### src/rtl/serclk_cascade_div.sv
module serclk_cascade_div #(
  parameter int PRE_W  = 8,
  parameter int POST_W = 8
) (
  input  logic              clk,
  input  logic              rst_n,
  input  logic              en_i,
  input  logic [PRE_W-1:0]  pre_div_i,
  input  logic [POST_W-1:0] post_div_m1_i,
  output logic              sclk_o,
  output logic              tick_o
);
  localparam int HP_W = PRE_W - 1;
  localparam logic [HP_W-1:0]   HP_ONE   = HP_W'(1);
  localparam logic [POST_W-1:0] POST_ONE = POST_W'(1);

  logic [HP_W-1:0]   hp_q, c1_q;
  logic [POST_W-1:0] nm1_q, c2_q;
  logic              sclk_q, tick_q;

  wire [HP_W-1:0] pre_half = pre_div_i[PRE_W-1:1];
  wire [HP_W-1:0] hp_next  = (pre_half == '0) ? HP_ONE : pre_half;
  wire            s1       = (c1_q == hp_q - HP_ONE);
  wire            flip     = s1 && (c2_q == nm1_q);
  wire            reload   = !en_i || (flip && sclk_q);

  always_ff @(posedge clk or negedge rst_n) begin
    if (!rst_n) begin
      hp_q   <= HP_ONE;
      nm1_q  <= '0;
      c1_q   <= '0;
      c2_q   <= '0;
      sclk_q <= 1'b0;
      tick_q <= 1'b0;
    end else begin
      tick_q <= en_i && flip;
      if (reload) begin
        hp_q  <= hp_next;
        nm1_q <= post_div_m1_i;
      end
      if (!en_i) begin
        c1_q   <= '0;
        c2_q   <= '0;
        sclk_q <= 1'b0;
      end else begin
        c1_q <= s1 ? '0 : c1_q + HP_ONE;
        if (flip) begin
          c2_q   <= '0;
          sclk_q <= ~sclk_q;
        end else if (s1) begin
          c2_q <= c2_q + POST_ONE;
        end
      end
    end
  end

  assign sclk_o = sclk_q;
  assign tick_o = tick_q;

  // a tick always accompanies a level change, and vice versa while running
  a_r6_tick_on_edge: assert property (@(posedge clk) disable iff (!rst_n)
    tick_o |-> (sclk_o != $past(sclk_o)));
  a_r6_edge_has_tick: assert property (@(posedge clk) disable iff (!rst_n)
    ($past(en_i) && (sclk_o != $past(sclk_o))) |-> tick_o);

  // disabled means quiet output on the next cycle
  a_r8_idle_low: assert property (@(posedge clk) disable iff (!rst_n)
    !en_i |=> (!sclk_o && !tick_o));

  // counters stay inside the captured limits
  a_r1_cnt_bound: assert property (@(posedge clk) disable iff (!rst_n)
    (c1_q < hp_q) && (c2_q <= nm1_q));

  // captured settings change only when idle or at a period end
  a_r7_hold_settings: assert property (@(posedge clk) disable iff (!rst_n)
    ($past(en_i) && !(tick_o && !sclk_o)) |-> ($stable(hp_q) && $stable(nm1_q)));
endmodule

### config.mk
export PLATFORM = sky130hd
export DESIGN_NAME = serclk_cascade_div
export DESIGN_NICKNAME = d
export VERILOG_FILES = /design/src/rtl/serclk_cascade_div.sv
export SDC_FILE = /design/constraint.sdc
export NUM_CORES = 1
export LEC_CHECK = 0
export BUFFER_PORTS_ARGS = -buffer_cell sky130_fd_sc_hd__buf_2
export CORE_MARGIN = 3
export CORE_UTILIZATION = 45
export DETAILED_ROUTE_END_ITERATION = 12
export SLEW_MARGIN = 20
export SYNTH_ARGS = -nofsm -noshare
export SYNTH_HDL_FRONTEND = slang
export SYNTH_SLANG_ARGS = --single-unit
### constraint.sdc
create_clock -name clk -period 7.37 [get_ports clk]
set_input_delay 1.474 -clock clk [delete_from_list [all_inputs] [get_ports clk]]
set_output_delay 1.474 -clock clk [all_outputs]
set_load 0.02 [all_outputs]
==> results of run 1 <==
## power by group
group / internal [mW] / switching [mW] / leakage, nW
Combinational: 0.0263 / 0.0231 / 0.470
Clock: 0.0760 / 0.0593 / 0.0455
Sequential: 0.186 / 0.0108 / 0.409
Total: 0.289 / 0.0931 / 0.925
## routing by layer
layer | vias up | global-route usage (%) | share of wire, % | wire [um]
li1 | 588 | - | - | -
met1 | 610 | 21.4 | 48 | 1600
met2 | 23 | 24.7 | 46 | 1540
met3 | 7 | 3.94 | 4.4 | 148
met4 | 0 | 5.21 | 1.4 | 48
met5 | - | 0 | 0 | 0
## worst max-delay path: cells and delay by family
family | cells | cell delay [ps]
AOI/OAI and AO/OA | 1 | 670
buffers and inverters | 2 | 510
muxes | 1 | 420
## area by class of cell
type                    instances  area (um^2)  share of cell area, %
multi-input cells             114          895                   45.7
flip-flops and latches         32          802                   41.0
repair buffers                 19         95.1                   4.86
clock buffers                   8         90.1                   4.60
well taps                      46         57.6                   2.94
inverters                       5         18.8                  0.958
## layout by cell type, fill, tap and decap left out, types with 4 or more instances in the layout
| cell | instances |
|---|---|
| sky130_fd_sc_hd__a32o_1 | 6 |
| sky130_fd_sc_hd__nand2_1 | 10 |
| sky130_fd_sc_hd__mux2_4 | 9 |
| sky130_fd_sc_hd__nand3_1 | 6 |
| sky130_fd_sc_hd__nor3b_1 | 5 |
| sky130_fd_sc_hd__xnor2_1 | 6 |
| sky130_fd_sc_hd__and3_1 | 4 |
| sky130_fd_sc_hd__a21oi_1 | 4 |
| sky130_fd_sc_hd__clkbuf_8 | 6 |
| sky130_fd_sc_hd__dfrtp_1 | 31 |
| sky130_fd_sc_hd__nor2_1 | 11 |
| sky130_fd_sc_hd__inv_1 | 4 |
| sky130_fd_sc_hd__mux2_2 | 5 |
| sky130_fd_sc_hd__buf_2 | 19 |
| sky130_fd_sc_hd__xor2_1 | 15 |
| sky130_fd_sc_hd__nand2b_1 | 4 |
## final timing paths
check	slack (ps)	start	cells after the start	endpoint
worst min register to register	530	c1_q[0]$_DFF_PN0_	1	c1_q[0]$_DFF_PN0_
min in group asynchronous	1240	rst_n	1	c2_q[3]$_DFFE_PN0P_
max in group asynchronous	5680	rst_n	1	hp_q[6]$_DFFE_PN0P_
worst max register to register	4510	hp_q[0]$_DFFE_PN1P_	8	hp_q[2]$_DFFE_PN0P_
worst max-delay path	4440	en_i	4	nm1_q[4]$_DFFE_PN0P_
worst min-delay path	530	c1_q[0]$_DFF_PN0_	1	c1_q[0]$_DFF_PN0_
## logic make-up after synthesis
logic type / Yosys count / share of synthesized area [%]
mux: 17 / 12.8
compound gates: 20 / 9.67
buf+inv: 10 / 2.67
simple gates: 53 / 15.9
fa+ha+maj: 3 / 2.16
flops: 32 / 46.2
xor+xnor: 21 / 10.6
## cells in the mapped netlist, types with 4 or more instances
| cell | count |
|---|---|
| sky130_fd_sc_hd__a21oi_1 | 4 |
| sky130_fd_sc_hd__a32o_1 | 6 |
| sky130_fd_sc_hd__and3_1 | 4 |
| sky130_fd_sc_hd__dfrtp_1 | 31 |
| sky130_fd_sc_hd__inv_1 | 4 |
| sky130_fd_sc_hd__mux2_2 | 5 |
| sky130_fd_sc_hd__mux2_4 | 9 |
| sky130_fd_sc_hd__nand2_1 | 10 |
| sky130_fd_sc_hd__nand2b_1 | 4 |
| sky130_fd_sc_hd__nand3_1 | 6 |
| sky130_fd_sc_hd__nor2_1 | 11 |
| sky130_fd_sc_hd__nor3b_1 | 5 |
| sky130_fd_sc_hd__xnor2_1 | 6 |
| sky130_fd_sc_hd__xor2_1 | 15 |
## per-stage QoR
| stage | hold slack (ps) | std cells | power (mW) |
|---|---|---|---|
| after global placement | 494 | 216 | 0.248 |
| after floorplan | 465 | 156 | 0.234 |
| after global routing | 544 | 224 | 0.399 |
| final | 527 | 224 | 0.382 |
| after detailed placement | 518 | 216 | 0.250 |
| after CTS | 526 | 224 | 0.387 |
## state kept, by name, summed over array words and instances (netlist names)
signal	flops
c1_q	7
tick_o	1
hp_q	7
sclk_o	1
nm1_q	8
c2_q	8
==> flow_summary.json, run 1 <==
{
  "run_status": "completed",
  "clkSinkCount": 32,
  "postSynthRegisterBits": 32,
  "globalRouteTotalUtil_pct": 15.8,
  "finalWirelength_mm": 3.33,
  "layout_cells_sized_above_1_pct": 24.7,
  "synth-edff-count": 0,
  "synthTopCellsByArea": "sky130_fd_sc_hd__dfrtp_1 45%, sky130_fd_sc_hd__mux2_4 7.8%, sky130_fd_sc_hd__xor2_1 7.6%, sky130_fd_sc_hd__a32o_1 3.5%, sky130_fd_sc_hd__mux2_2 3.2%",
  "setup.worst_path.start_class": "input pin",
  "grt_pass1_wl_mm": 5.42,
  "pin_count": 21,
  "number_of_buffers_created_by_cts": 5,
  "postSynthCellCount": 156,
  "cts.path.max_buffers": 2,
  "drt_pre_antenna_iters": 4,
  "cts-root-buf": "sky130_fd_sc_hd__clkbuf_8",
  "cts-htree-levels": 2,
  "grt_remaining_overflow": 0,
  "post-synth-top-area-cell": "sky130_fd_sc_hd__dfrtp_1",
  "effective_utilization_at_floorplan_pct": 49.3,
  "hpwlAfterDp_mm": 2.42,
  "detail_route.vias_per_cell": 5.48,
  "cts.clk_slew.worst_paths_ps": 60,
  "timing.max_slew.rel_slack_pct": 52.8,
  "power.density_cell_area_nw_per_um2": 195,
  "async_flop_share_pct": 100,
  "dominantRegCellSynth": "sky130_fd_sc_hd__dfrtp_1",
  "port_buffers": 19,
  "flow.area_growth_from_synthesis_pct": 12.9,
  "floorplan.die_area_um2": 4630,
  "routabilityCongestion": 0.797,
  "place_area_um2": 1870,
  "vias": 1228,
  "cts_setup_buffers": 0,
  "synth_cell_types": 36,
  "crit_required_ps": 7530,
  "ctsHoldBuffers": 0,
  "antenna_violations_before_repair": 0,
  "drc": 0,
  "grt_pass1_vias": 1182,
  "critical_path.cell_chain": "buf_2 -> clkinv_1 -> a31oi_4 -> mux2_2",
  "timing.fmax_ghz": 0.341,
  "final.setup.worst_slack_ps": 4440,
  "num_antenna_cells": 0,
  "synth_top_area_share_pct": 44.7,
  "leakage_nw": 0.925,
  "critPathMaxStageDelay_ps": 670,
  "pre_cts_ws_ps": 4150,
  "worst_ir_drop_vdd_mv": 0.129,
  "fillers": 321,
  "critical_path.slowest_cell": "sky130_fd_sc_hd__a31oi_4",
  "timing_max_transition_violations_final": 0,
  "fin_tns_setup_ps": 0,
  "timing.critical_path.to_type": "flip-flop",
  "final_setup_violation_count": 0,
  "worst_skew_ps": 3.13,
  "die_h_um": 68.1,
  "unrepaired_setup_endpoints_after_global_routing": "false",
  "post_synth.cell_area_avg_um2": 11.1,
  "period_minus_slack_ps": 2930,
  "crit_path_max_fanout": 15,
  "ys_warn_count": 0,
  "post_synth_instance_area_um2": 1730,
  "synth_sequential_area_ratio_pct": 46.2,
  "timing_hold_violations_final": 0,
  "maximum_number_of_pins_on_one_net_before_global_route_repair": 33,
  "floorplan.die.width_um": 68.1,
  "worst_pin_slew_ps": 707,
  "drv_cap": 0,
  "synth_nets": 178,
  "hold_path.class": "flip-flop to flip-flop",
  "post_drt_wl_per_cell_um": 14.9,
  "antenna_left": 0,
  "final_util_pct": 55.6,
  "cts_repair_resize_count": 0,
  "clock_tree_from_tritoncts": "yes",
  "nNetsFinal": 199,
  "post-route-period-util_pct": 39.7,
  "final_cell_area_um2": 1960,
  "core-area_um2": 3520,
  "path_class": "input pin to flip-flop",
  "std_cell_rows": 21,
  "initialDrtViolationCount": 46,
  "worst-endpoint-arrival_ps": 3090,
  "insertion_delay_ps": 280
}
Note: power is estimated with default switching activity, not from simulation.
==> run 2: changes to the inputs <==
==> constraint.sdc (replaced) <==
create_clock -name clk -period 2.9 [get_ports clk]
set_input_delay 0.58 -clock clk [delete_from_list [all_inputs] [get_ports clk]]
set_output_delay 0.58 -clock clk [all_outputs]
set_load 0.02 [all_outputs]
==> run 2 against run 1 <==
Against the previous run: combinational power rose to 2.6 times the previous value; clock skew rose by 0.95 ps; hold slack got worse by 170 ps; largest cell class unchanged; power rose to 2.5 times the previous value.
==> flow_summary.json, run 2 (same netlist as run 1, synthesis figures left out) <==
{
  "timing_max_transition_violations_final": 0,
  "path_class": "flip-flop to flip-flop",
  "layout.area.seq_um2": 802,
  "global_route.usage.met1_pct": 22.5,
  "fin_hold_ws_ps": 353,
  "worst_ir_drop_vdd_mv": 0.380,
  "leakage_nw": 0.939,
  "layout_cells_sized_above_1_pct": 25.6,
  "floorplan.die.width_um": 68.1,
  "layer_with_the_highest_usage_after_global_routing": "met2",
  "cts_setup_buffers": 0,
  "hpwlAfterDp_mm": 2.42,
  "dpl.cell_count": 218,
  "grt_pass1_vias": 1225,
  "crit_required_ps": 3060,
  "antenna_left": 0,
  "floorplan.die_area_um2": 4630,
  "grt_pass1_wl_mm": 5.68,
  "pre_cts_ws_ps": 415,
  "die_h_um": 68.1,
  "crit_path_max_fanout": 12,
  "effective_utilization_at_floorplan_pct": 49.3,
  "grt_util_met2_pct": 25.8,
  "final_setup_violation_count": 0,
  "met3_usage_pct": 4.93,
  "drc": 0,
  "cts.clk_slew.worst_paths_ps": 60,
  "drv_cap": 0,
  "flow.area_growth_from_synthesis_pct": 14.0,
  "layout.cells.most_common_list": "31 x sky130_fd_sc_hd__dfrtp_1, 19 x sky130_fd_sc_hd__buf_2, 15 x sky130_fd_sc_hd__xor2_1",
  "final.setup.worst_slack_ps": 415,
  "insertion_delay_ps": 270,
  "globalRouteTotalUtil_pct": 16.6,
  "multi_input_area_um2": 886,
  "cts.path.max_buffers": 2,
  "run_status": "completed",
  "core-area_um2": 3520,
  "post_drt_wl_per_cell_um": 14.6,
  "finalWirelength_mm": 3.30,
  "period_minus_slack_ps": 2480,
  "fin_total_pwr_mw": 0.970,
  "final_util_pct": 56.1,
  "nNetsFinal": 201,
  "vias": 1195,
  "number_of_buffers_created_by_cts": 5,
  "most_frequent_standard_cell_in_the_layout_excluding_fill_and_tap_cells": "sky130_fd_sc_hd__dfrtp_1",
  "post-route-period-util_pct": 85.7,
  "routabilityCongestion": 0.796,
  "initialDrtViolationCount": 49,
  "port_buffers": 19,
  "grt_remaining_overflow": 0,
  "final_cell_area_um2": 1980,
  "timing.critical_path.to_type": "flip-flop",
  "clkSinkCount": 32,
  "num_antenna_cells": 0,
  "timing_hold_violations_final": 0,
  "setup.worst_path.start_class": "flip-flop",
  "maximum_number_of_pins_on_one_net_before_global_route_repair": 33,
  "drt_pre_antenna_iters": 4,
  "worst_skew_ps": 4.08,
  "std_cell_rows": 21,
  "clock_tree_from_tritoncts": "yes",
  "detail_route.vias_per_cell": 5.29,
  "timing.fmax_ghz": 0.402,
  "fillers": 326,
  "hold_path.class": "input pin to asynchronous set/reset pin",
  "power.density_cell_area_nw_per_um2": 490,
  "worst-endpoint-arrival_ps": 2640,
  "cts-htree-levels": 2,
  "number_of_standard_cells_in_the_final_layout_excluding_fillers": 226,
  "cts_repair_resize_count": 0,
  "worst_pin_slew_ps": 706,
  "timing.max_slew.rel_slack_pct": 53.0,
  "ctsHoldBuffers": 0,
  "pin_count": 21,
  "layout_top_registers": "c2_q x8, nm1_q x8",
  "cts-root-buf": "sky130_fd_sc_hd__clkbuf_8",
  "fin_tns_setup_ps": 0,
  "place_area_um2": 1890,
  "unrepaired_setup_endpoints_after_global_routing": "false",
  "antenna_violations_before_repair": 0
}
## run 2: power by group
group          switching [mW]  total, mW  internal (mW)  leakage [nW]
combinational          0.0587      0.128         0.0692         0.484
sequential             0.0277      0.501          0.473         0.409
clock                   0.147      0.341          0.193        0.0455
total                   0.234      0.970          0.736         0.939
## run 2: path summary, 6_finish.rpt
check                                         start  cells past startpoint  slack (ps)                   end
worst min register to register  hp_q[0]$_DFFE_PN1P_                      2         520   hp_q[0]$_DFFE_PN1P_
worst max-delay path            hp_q[0]$_DFFE_PN1P_                      9         420  nm1_q[5]$_DFFE_PN0P_
worst min-delay path                          rst_n                      1         350   c2_q[5]$_DFFE_PN0P_
worst max register to register  hp_q[0]$_DFFE_PN1P_                      9         420  nm1_q[5]$_DFFE_PN0P_
max in group asynchronous                     rst_n                      1        2090     c1_q[0]$_DFF_PN0_
min in group clk                hp_q[0]$_DFFE_PN1P_                      2         520   hp_q[0]$_DFFE_PN1P_
## run 2: worst max-delay path: stages (launching register included)
cell and delay (ps):
sky130_fd_sc_hd__dfstp_2 550, sky130_fd_sc_hd__inv_1 60, sky130_fd_sc_hd__ha_1 210, sky130_fd_sc_hd__nor3b_1 170, sky130_fd_sc_hd__a21boi_0 130, sky130_fd_sc_hd__o21bai_1 230
sky130_fd_sc_hd__a211oi_4 110, sky130_fd_sc_hd__a31oi_2 360, sky130_fd_sc_hd__buf_12 210, sky130_fd_sc_hd__mux2_2 340
## run 2: layout make-up
class	instances	share of cell area [%]
Clock buffer	8	4.56
Inverter	5	0.949
Multi-Input combinational cell	114	44.8
Sequential cell	32	40.6
Tap cell	46	2.91
Timing Repair Buffer	21	6.20
## run 2: layer usage
metal | wire length (um) | share of wire (%)
met1 | 1560 | 47
met5 | 0 | 0
met4 | 17 | 0.52
met3 | 156 | 4.7
met2 | 1570 | 47
==> run 3: changes to the inputs <==
--- a/config.mk
+++ b/config.mk
@@ -8,7 +8,9 @@
 export BUFFER_PORTS_ARGS = -buffer_cell sky130_fd_sc_hd__buf_2
 export CORE_MARGIN = 3
 export CORE_UTILIZATION = 45
+export CTS_CLUSTER_DIAMETER = 50
 export DETAILED_ROUTE_END_ITERATION = 12
+export RECOVER_POWER = 50
 export SLEW_MARGIN = 20
 export SYNTH_ARGS = -nofsm -noshare
 export SYNTH_HDL_FRONTEND = slang
==> run 3 against run 2 <==
Against the previous run: the run now ends with capacitance limit, slew limit left; sequential share of layout area is 0.052 points higher; non-clock buffer count stayed put; critical endpoint unchanged; maximum frequency stayed put; register-to-register slack hardly changed; via count stayed put; die area stayed put; hold slack better by 170 ps.
==> flow_summary.json, run 3 (same netlist as run 1, synthesis figures left out) <==
{
  "run_status": "complete, but fails checks",
  "failing_checks": "capacitance limit, slew limit",
  "dpl.cell_count": 218,
  "worst_ir_drop_vdd_mv": 0.380,
  "effective_utilization_at_floorplan_pct": 49.3,
  "worst_pin_slew_ps": 1690,
  "final_setup_violation_count": 0,
  "cts-root-buf": "sky130_fd_sc_hd__clkbuf_8",
  "final.setup.worst_slack_ps": 415,
  "initialDrtViolationCount": 49,
  "number_of_standard_cells_in_the_final_layout_excluding_fillers": 226,
  "leakage_nw": 0.932,
  "path_class": "flip-flop to flip-flop",
  "fin_total_pwr_mw": 0.969,
  "timing_hold_violations_final": 0,
  "highest_layer": "met4",
  "cts_setup_buffers": 0,
  "drc": 0,
  "detail_route.vias_per_cell": 5.29,
  "cts_repair_resize_count": 0,
  "m1WireLength_mm": 1.56,
  "pre_cts_ws_ps": 415,
  "hold_path.class": "flip-flop to flip-flop",
  "num_antenna_cells": 0,
  "antenna_violations_before_repair": 0,
  "worst_skew_ps": 4.08,
  "port_buffers": 19,
  "post-route-period-util_pct": 85.7,
  "antenna_left": 0,
  "clkSinkCount": 32,
  "most_frequent_standard_cell_in_the_layout_excluding_fill_and_tap_cells": "sky130_fd_sc_hd__dfrtp_1",
  "drv_cap": 1,
  "pin_count": 21,
  "layout_cells_sized_above_1_pct": 24.4,
  "layout.cells.most_common_list": "31 x sky130_fd_sc_hd__dfrtp_1, 17 x sky130_fd_sc_hd__buf_2, 15 x sky130_fd_sc_hd__xor2_1",
  "cts-htree-levels": 2,
  "crit_required_ps": 3060,
  "power.density_cell_area_nw_per_um2": 491,
  "timing.max_slew.rel_slack_pct": -12.9,
  "std_cell_rows": 21,
  "setup.worst_path.start_class": "flip-flop",
  "routabilityCongestion": 0.796,
  "grt_pass1_wl_mm": 5.68,
  "insertion_delay_ps": 270,
  "grt_pass1_vias": 1225,
  "finalWirelength_mm": 3.29,
  "layout_top_registers": "c2_q x8, nm1_q x8",
  "number_of_buffers_created_by_cts": 5,
  "dr_wl_met2_mm": 1.57,
  "unrepaired_setup_endpoints_after_global_routing": "false",
  "period_minus_slack_ps": 2480,
  "maximum_number_of_pins_on_one_net_before_global_route_repair": 33,
  "floorplan.die_area_um2": 4630,
  "drt_pre_antenna_iters": 4,
  "hpwlAfterDp_mm": 2.42,
  "ctsHoldBuffers": 0,
  "core-area_um2": 3520,
  "crit_path_max_fanout": 12,
  "routed-wl-met3_um": 155,
  "worst-endpoint-arrival_ps": 2640,
  "flow.area_growth_from_synthesis_pct": 13.9,
  "vias": 1195,
  "fin_tns_setup_ps": 0,
  "grt_remaining_overflow": 0,
  "die_h_um": 68.1,
  "nNetsFinal": 201,
  "fillers": 325,
  "clock_tree_from_tritoncts": "yes",
  "cts.clk_slew.worst_paths_ps": 60,
  "timing.fmax_ghz": 0.402,
  "timing.critical_path.to_type": "flip-flop",
  "timing_max_transition_violations_final": 33,
  "floorplan.die.width_um": 68.1,
  "globalRouteTotalUtil_pct": 16.6,
  "post_drt_wl_per_cell_um": 14.6,
  "cts.path.max_buffers": 2
}
[run 3: where the power goes]
group | total (mW) | internal [mW] | switching [mW]
sequential | 0.501 | 0.473 | 0.0277
clock | 0.341 | 0.193 | 0.147
combinational | 0.128 | 0.0690 | 0.0587
total | 0.969 | 0.736 | 0.234
[run 3: path summary, 6_finish.rpt]
| kind | end | depth (start not counted) | startpoint | slack [ps] |
|---|---|---|---|---|
| max reg2reg | nm1_q[5]$_DFFE_PN0P_ | 9 | hp_q[0]$_DFFE_PN1P_ | 420 |
| max in group asynchronous | c1_q[0]$_DFF_PN0_ | 1 | rst_n | 1180 |
| max | nm1_q[5]$_DFFE_PN0P_ | 9 | hp_q[0]$_DFFE_PN1P_ | 420 |
| min | hp_q[0]$_DFFE_PN1P_ | 2 | hp_q[0]$_DFFE_PN1P_ | 520 |
| min in group asynchronous | c2_q[5]$_DFFE_PN0P_ | 1 | rst_n | 740 |
| min reg2reg | hp_q[0]$_DFFE_PN1P_ | 2 | hp_q[0]$_DFFE_PN1P_ | 520 |
[run 3: per-stage QoR]
| step | hold slack, ps | instance area [um^2] | util (%) |
|---|---|---|---|
| global placement | 493 | 1890 | 53.6 |
| CTS | 374 | 1980 | 56.1 |
| global route | 530 | 1970 | 56.1 |
| detailed placement | 510 | 1890 | 53.6 |
| finish | 524 | 1970 | 56.1 |
| floorplan | 284 | 1730 | - |
[run 3: final cells by class]
class	instances	area, um^2	area share [%]
flip-flops and latches	32	802	40.6
repair buffers	21	120	6.08
well taps	46	57.6	2.92
inverters	5	18.8	0.951
clock buffers	8	90.1	4.56
multi-input cells	114	886	44.9
[run 3: routing by layer]
metal,up-vias,track usage (%)
met2,23,25.8
met3,2,4.93
met5,-,0
met1,582,22.5
met4,0,4.47
li1,588,-
[run 3: critical path, cell delays in order, from the launching register on]
cell	delay (ps)
sky130_fd_sc_hd__dfstp_2	550
sky130_fd_sc_hd__inv_1	60
sky130_fd_sc_hd__ha_1	210
sky130_fd_sc_hd__nor3b_1	170
sky130_fd_sc_hd__a21boi_0	130
sky130_fd_sc_hd__o21bai_1	230
sky130_fd_sc_hd__a211oi_4	110
sky130_fd_sc_hd__a31oi_2	360
sky130_fd_sc_hd__buf_12	210
sky130_fd_sc_hd__mux2_2	340
